[config.mk]
export PLATFORM = sky130hd
export DESIGN_NAME = rng_regif
export DESIGN_NICKNAME = d
export VERILOG_FILES = /design/src/rtl/rng_regif_pkg.sv /design/src/rtl/rng_bitgen.sv /design/src/rtl/rng_wordfifo.sv /design/src/rtl/rng_regif.sv
export SDC_FILE = /design/constraint.sdc
export NUM_CORES = 1
export LEC_CHECK = 0
export ABC_AREA = 1
export BUFFER_PORTS_ARGS = -buffer_cell sky130_fd_sc_hd__buf_2
export CORE_AREA = 2 2 204 156
export CTS_BUF_LIST = sky130_fd_sc_hd__clkbuf_16
export DETAILED_ROUTE_END_ITERATION = 6
export DIE_AREA = 0 0 206 158
export GPL_ROUTABILITY_DRIVEN = 0
export PLACE_DENSITY_LB_ADDON = 0.12
export SLEW_MARGIN = 40
export SYNTH_ARGS = -nofsm -noshare
export SYNTH_HDL_FRONTEND = slang
export SYNTH_SLANG_ARGS = --single-unit
[constraint.sdc]
create_clock -name clk -period 7.6 [get_ports clk]
set_input_delay 0.76 -clock clk [delete_from_list [all_inputs] [get_ports clk]]
set_output_delay 0.76 -clock clk [all_outputs]
set_load 0.05 [all_outputs]
[src/rtl/rng_regif_pkg.sv]
package rng_regif_pkg;
  localparam int ADDR_W = 5;
  localparam logic [ADDR_W-1:0] OFS_CTRL = 5'h00;
  localparam logic [ADDR_W-1:0] OFS_STAT = 5'h04;
  localparam logic [ADDR_W-1:0] OFS_DATA = 5'h08;
  localparam logic [ADDR_W-1:0] OFS_THR  = 5'h0C;
  localparam logic [ADDR_W-1:0] OFS_IMSK = 5'h10;
  // writable control fields: osc masks, divider, src, bypass, speed, enable
  localparam logic [31:0] CTRL_KEEP = 32'h0FFF_FF33;

  // interrupt level from fill, threshold and the off bit
  function automatic logic irq_level(input logic [7:0] fill,
                                     input logic [7:0] thr,
                                     input logic       off);
    return !off && (fill >= thr);
  endfunction

  // status word: fill byte on top, warm-up count below
  function automatic logic [31:0] status_word(input logic [7:0]  fill,
                                              input logic [23:0] warm);
    return {fill, warm};
  endfunction

  // circular pointer advance for a buffer of arbitrary depth
  function automatic int unsigned ptr_next(input int unsigned p,
                                           input int unsigned depth);
    return (p == depth - 1) ? 0 : p + 1;
  endfunction
endpackage

[src/rtl/rng_bitgen.sv]
module rng_bitgen #(
  parameter int WARM_W = 20,
  parameter int WORD_W = 32
) (
  input  logic              clk,
  input  logic              rst_n,
  input  logic              en,
  input  logic              dbl,
  input  logic              ent,
  input  logic              warm_ld,
  input  logic [WARM_W-1:0] warm_val,
  output logic              tick,
  output logic              push,
  output logic [WORD_W-1:0] word,
  output logic [WARM_W-1:0] warm
);
  localparam int BC_W = $clog2(WORD_W);

  logic              phase;
  logic [WORD_W-1:0] sh;
  logic [BC_W-1:0]   bc;
  logic              gen;

  assign tick = en && (dbl || phase);
  assign gen  = tick && !warm_ld && (warm == '0);
  assign word = {sh[WORD_W-2:0], ent};
  assign push = gen && (bc == BC_W'(WORD_W - 1));

  always_ff @(posedge clk) begin
    if (!rst_n) begin
      phase <= 1'b0;
      sh    <= '0;
      bc    <= '0;
      warm  <= '0;
    end else begin
      phase <= en ? ~phase : 1'b0;
      if (warm_ld) begin
        warm <= warm_val;
        bc   <= '0;
      end else if (!en) begin
        bc <= '0;
      end else if (tick) begin
        if (warm != '0) begin
          warm <= warm - 1'b1;
        end else begin
          sh <= word;
          bc <= push ? '0 : bc + 1'b1;
        end
      end
    end
  end
endmodule

[src/rtl/rng_wordfifo.sv]
module rng_wordfifo #(
  parameter int DEPTH = 4,
  parameter int W     = 32
) (
  input  logic                       clk,
  input  logic                       rst_n,
  input  logic                       push,
  input  logic                       pop,
  input  logic [W-1:0]               din,
  output logic [W-1:0]               dout,
  output logic [$clog2(DEPTH+1)-1:0] cnt
);
  import rng_regif_pkg::*;
  localparam int CW = $clog2(DEPTH + 1);
  localparam int PW = (DEPTH > 1) ? $clog2(DEPTH) : 1;

  logic [W-1:0]  mem [DEPTH];
  logic [PW-1:0] rp, wp;
  logic          accept;

  assign accept = push && ((cnt != CW'(DEPTH)) || pop);
  assign dout   = mem[rp];

  always_ff @(posedge clk) begin
    if (accept) mem[wp] <= din;
  end

  always_ff @(posedge clk) begin
    if (!rst_n) begin
      rp  <= '0;
      wp  <= '0;
      cnt <= '0;
    end else begin
      if (pop)    rp <= PW'(ptr_next(int'(rp), DEPTH));
      if (accept) wp <= PW'(ptr_next(int'(wp), DEPTH));
      case ({accept, pop})
        2'b10:   cnt <= cnt + 1'b1;
        2'b01:   cnt <= cnt - 1'b1;
        default: cnt <= cnt;
      endcase
    end
  end
endmodule

[src/rtl/rng_regif.sv]
module rng_regif #(
  parameter int DEPTH   = 4,
  parameter int WARM_W  = 20,
  parameter int THR_W   = 5,
  parameter int THR_RST = 16
) (
  input  logic        clk,
  input  logic        rst_n,
  input  logic [4:0]  bus_addr,
  input  logic        bus_wr,
  input  logic        bus_rd,
  input  logic [31:0] bus_wdata,
  output logic [31:0] bus_rdata,
  input  logic        ent_bit,
  output logic        irq
);
  import rng_regif_pkg::*;
  localparam int CW = $clog2(DEPTH + 1);

  logic [31:0]       ctrl_q;
  logic [THR_W-1:0]  thr_q;
  logic              imsk_q;

  // named internal events
  logic              warm_ld;
  logic              gen_tick;
  logic              gen_push;
  logic [31:0]       gen_word;
  logic [WARM_W-1:0] warm_cnt;
  logic              data_pop;
  logic [CW-1:0]     fifo_cnt;
  logic [31:0]       fifo_head;
  logic [7:0]        fill8;

  assign warm_ld  = bus_wr && (bus_addr == OFS_STAT);
  assign data_pop = bus_rd && (bus_addr == OFS_DATA) && (fifo_cnt != '0);
  assign fill8    = 8'(fifo_cnt);

  always_ff @(posedge clk) begin
    if (!rst_n) begin
      ctrl_q <= '0;
      thr_q  <= THR_W'(THR_RST);
      imsk_q <= 1'b1;
    end else if (bus_wr) begin
      case (bus_addr)
        OFS_CTRL: ctrl_q <= bus_wdata & CTRL_KEEP;
        OFS_THR:  thr_q  <= bus_wdata[THR_W-1:0];
        OFS_IMSK: imsk_q <= bus_wdata[0];
        default:  ;
      endcase
    end
  end

  rng_bitgen #(.WARM_W(WARM_W), .WORD_W(32)) u_gen (
    .clk      (clk),
    .rst_n    (rst_n),
    .en       (ctrl_q[0]),
    .dbl      (ctrl_q[1]),
    .ent      (ent_bit),
    .warm_ld  (warm_ld),
    .warm_val (bus_wdata[WARM_W-1:0]),
    .tick     (gen_tick),
    .push     (gen_push),
    .word     (gen_word),
    .warm     (warm_cnt)
  );

  rng_wordfifo #(.DEPTH(DEPTH), .W(32)) u_fifo (
    .clk   (clk),
    .rst_n (rst_n),
    .push  (gen_push),
    .pop   (data_pop),
    .din   (gen_word),
    .dout  (fifo_head),
    .cnt   (fifo_cnt)
  );

  always_comb begin
    case (bus_addr)
      OFS_CTRL: bus_rdata = ctrl_q;
      OFS_STAT: bus_rdata = status_word(fill8, 24'(warm_cnt));
      OFS_DATA: bus_rdata = (fifo_cnt != '0) ? fifo_head : 32'h0;
      OFS_THR:  bus_rdata = 32'(thr_q);
      OFS_IMSK: bus_rdata = {31'h0, imsk_q};
      default:  bus_rdata = 32'h0;
    endcase
  end

  assign irq = irq_level(fill8, 8'(thr_q), imsk_q);
endmodule

==> flow_metrics.tcl <==
set metrics [dict create \
    first_pass_iters 5 \
    synth_compound_area_share_pct 16.4 \
    period_share_pct 51.8 \
    hold_path_end "u_gen.phase$_SDFF_PN0_" \
    worstPathArrival_ns 3.18 \
    drt_iter0_drc 470 \
    skew_ns 0.00844 \
    syn_inst 1022 \
    n_antenna_cell 0 \
    numCtsBuffers 24 \
    path_class "reg -> out" \
    post_cts_buffers 0 \
    initial_utilization_pct 31.6 \
    grt_pass1_vias 6894 \
    drive_gt1_share_pct 14.4 \
    cap_violations 0 \
    hpwl_um 16600 \
    clockRootBuffer "clkbuf_16" \
    fin_cells 1499 \
    drv_slew 0 \
    io_buffers 70 \
    rrSetupSlack_ns 4.60 \
    cp_max_fo 65 \
    cts_resized 0 \
    synth_top_family_by_area "compound AO/OA/AOI/OAI gates" \
    insertion_delay_ns 0.51 \
    vias 7337 \
    synthFlopType "edfxtp_1" \
    vdd_drop_max_mv 0.150 \
    synth_edf_count 128 \
    rr_startpoint "u_gen.warm[0]$_SDFFE_PN0P_" \
    post-place-cells 1455 \
    cp-start-kind "flop" \
    overflow 0 \
    synth_xor_area_share_pct 0.813 \
    drc 0 \
    clockBufferDepth 3 \
    clock_sinks 224 \
    core_area_um2 30700 \
    cp-end-kind "primary output" \
    hold_viol 0 \
    synthAdderAreaFrac_pct 1.76 \
    synthMuxAreaShare_pct 0 \
    ant_nets 0 \
    hold_class "reg -> reg" \
    r2r-end "u_fifo.mem[0][26]$_DFFE_PP_" \
    status "finished, final reports clean" \
    antenna_found_initial 0 \
    design.die.area_um2 32500 \
    final_common_cell "nor2_1" \
    gr-usage-all-layers_pct 16.7 \
    whs_path_depth 1 \
    ioPinCount 75 \
    max_freq_mhz 254 \
    die_w_um 206 \
    relSlewSlack_pct 46.8 \
    viasPerCell 4.89 \
    worst-r2r-cell-count 9 \
    grt_first_pass_wirelength_um 41600 \
    syn_to_final_growth_pct 15.9 \
    wl_per_cell_um 18.1 \
    drt_wl_total_um 27200 \
    final.setup.tns_ns 0 \
    grt_max_degree 76 \
    clk_pin_slew_ns 0.06 \
    rows 56 \
    setup_violations 0 \
    ys_seq_area_share_pct 59.5 \
    layout.nets 1130 \
    hold_buffers 0 \
    grt_setup_unrepaired "false" \
    async_reset_ff_share_pct 0 \
    synthSimpleGateAreaFrac_pct 16.3 \
    hp-start "u_gen.phase$_SDFF_PN0_" \
    power.density_nw_per_um2 229 \
    die_y_um 158 \
    syn_area_per_cell_um2 9.48 \
    synth-seq-cells 224 \
    yosysUniqueCellTypes 40 \
    ctsHtreeMaxLevel 1 \
    cp.required_ns 6.84 \
    syn-num-nets 1077 \
    yosysWarnings 0 \
    p_leak_nw 3.97 \
    cts_tree "done" \
    final_cell_mix "194 x nor2_1, 142 x o21ai_0, 128 x edfxtp_1, 112 x nand2_1, 95 x dfxtp_1" \
    tightest_slew_ns 0.799 \
    syn_area_um2 9690 \
    finalCriticalPeriod_ns 3.94 \
]
worst max path at each step:
stage | to | start | slack (ns) | cells past startpoint
after floorplan | u_fifo.mem[0][0]$_DFFE_PP_ | bus_addr[1] | 4.47 | 5
after global placement | ctrl_q[0]$_SDFFE_PN0P_ | bus_addr[1] | 3.80 | 9
after detailed placement | bus_rdata[0] | flop | 4.12 | 8
final | bus_rdata[0] | flop | 3.66 | 8
after global routing | bus_rdata[0] | flop | 3.40 | 8
after CTS | bus_rdata[0] | flop | 3.57 | 8
per-layer routing:
metal  wire (µm)  up-vias  global-route usage, %
li1            -     3664                      -
met1       14000     3485                   25.6
met2       11500      161                   25.2
met3        1260       27                   2.37
met4         379        0                   2.65
met5           0        -                      0
cells in the mapped netlist (all sizes together) (2+ instances only):
| cell type | instances | share of area (%) |
|---|---|---|
| a21oi | 56 | 2.9 |
| a22o | 5 | 0.45 |
| a22oi | 3 | 0.23 |
| a31oi | 5 | 0.32 |
| buf | 18 | 1.3 |
| clkbuf | 38 | 1.5 |
| dfxtp | 96 | 20 |
| edfxtp | 128 | 40 |
| ha | 12 | 1.5 |
| inv | 61 | 2.4 |
| nand2 | 115 | 4.6 |
| nand3 | 30 | 1.7 |
| nand4 | 9 | 0.80 |
| nor2 | 215 | 8.9 |
| nor3 | 5 | 0.26 |
| o2111ai | 2 | 0.18 |
| o211ai | 24 | 1.9 |
| o21ai | 147 | 7.6 |
| o221ai | 5 | 0.45 |
| o22ai | 32 | 2.1 |
| xor2 | 9 | 0.81 |
registers in the layout, summed over array words and instances (netlist names), named ones only:
| name | flops |
|---|---|
| ctrl_q | 24 |
| u_gen.phase | 1 |
| u_fifo.rp | 2 |
| imsk_q | 1 |
| u_fifo.wp | 2 |
| thr_q | 5 |
| u_fifo.mem | 128 |
| u_fifo.cnt | 3 |
| u_gen.warm | 20 |
| u_gen.bc | 5 |
| u_gen.sh | 31 |
report_power, final:
part / switching [W] / total (W) / leakage [nW] / internal (W)
logic: 0.0000542 / 0.0000812 / 1.89 / 0.0000270
clock network: 0.000489 / 0.00122 / 0.405 / 0.000732
registers: 0.00000295 / 0.00127 / 1.67 / 0.00127
through the flow:
step	util [%]	cell area [µm²]	total power, W	setup WS (ns)	hold WS (ns)
after floorplan	-	9690	0.00135	4.47	0.402
after global placement	33.9	10400	0.00138	3.80	0.412
after detailed placement	33.9	10400	0.00138	4.12	0.416
after CTS	36.6	11200	0.00261	3.57	0.425
after global routing	36.6	11200	0.00267	3.40	0.454
final	36.6	11200	0.00258	3.66	0.421
area by class of cell:
| type | instances | area [µm²] |
|---|---|---|
| Fill cell | 3200 | 19500 |
| Sequential cell | 224 | 5770 |
| Multi-Input combinational cell | 680 | 3450 |
| Clock buffer | 25 | 626 |
| Tap cell | 406 | 508 |
| Timing Repair Buffer | 83 | 448 |
| Inverter | 62 | 238 |
| Clock inverter | 19 | 194 |
worst max-delay path: stages (launching register included):
cell,delay (ns)
dfxtp_2,0.31
buf_4,0.54
inv_2,0.35
buf_4,0.38
o21ai_0,0.22
o22ai_1,0.14
a22oi_1,0.23
o2111ai_1,0.16
buf_2,0.24
logic make-up (layout without fill, tap and decap cells):
family,count (synthesis),count (layout)
buffers and inverters,118,189
flip-flops,224,224
AO/OA/AOI/OAI,283,283
adder cells (fa/ha/maj),13,13
XOR/XNOR,9,9
AND/OR/NAND/NOR,375,375
No activity file was read; power rests on OpenSTA's default activity.
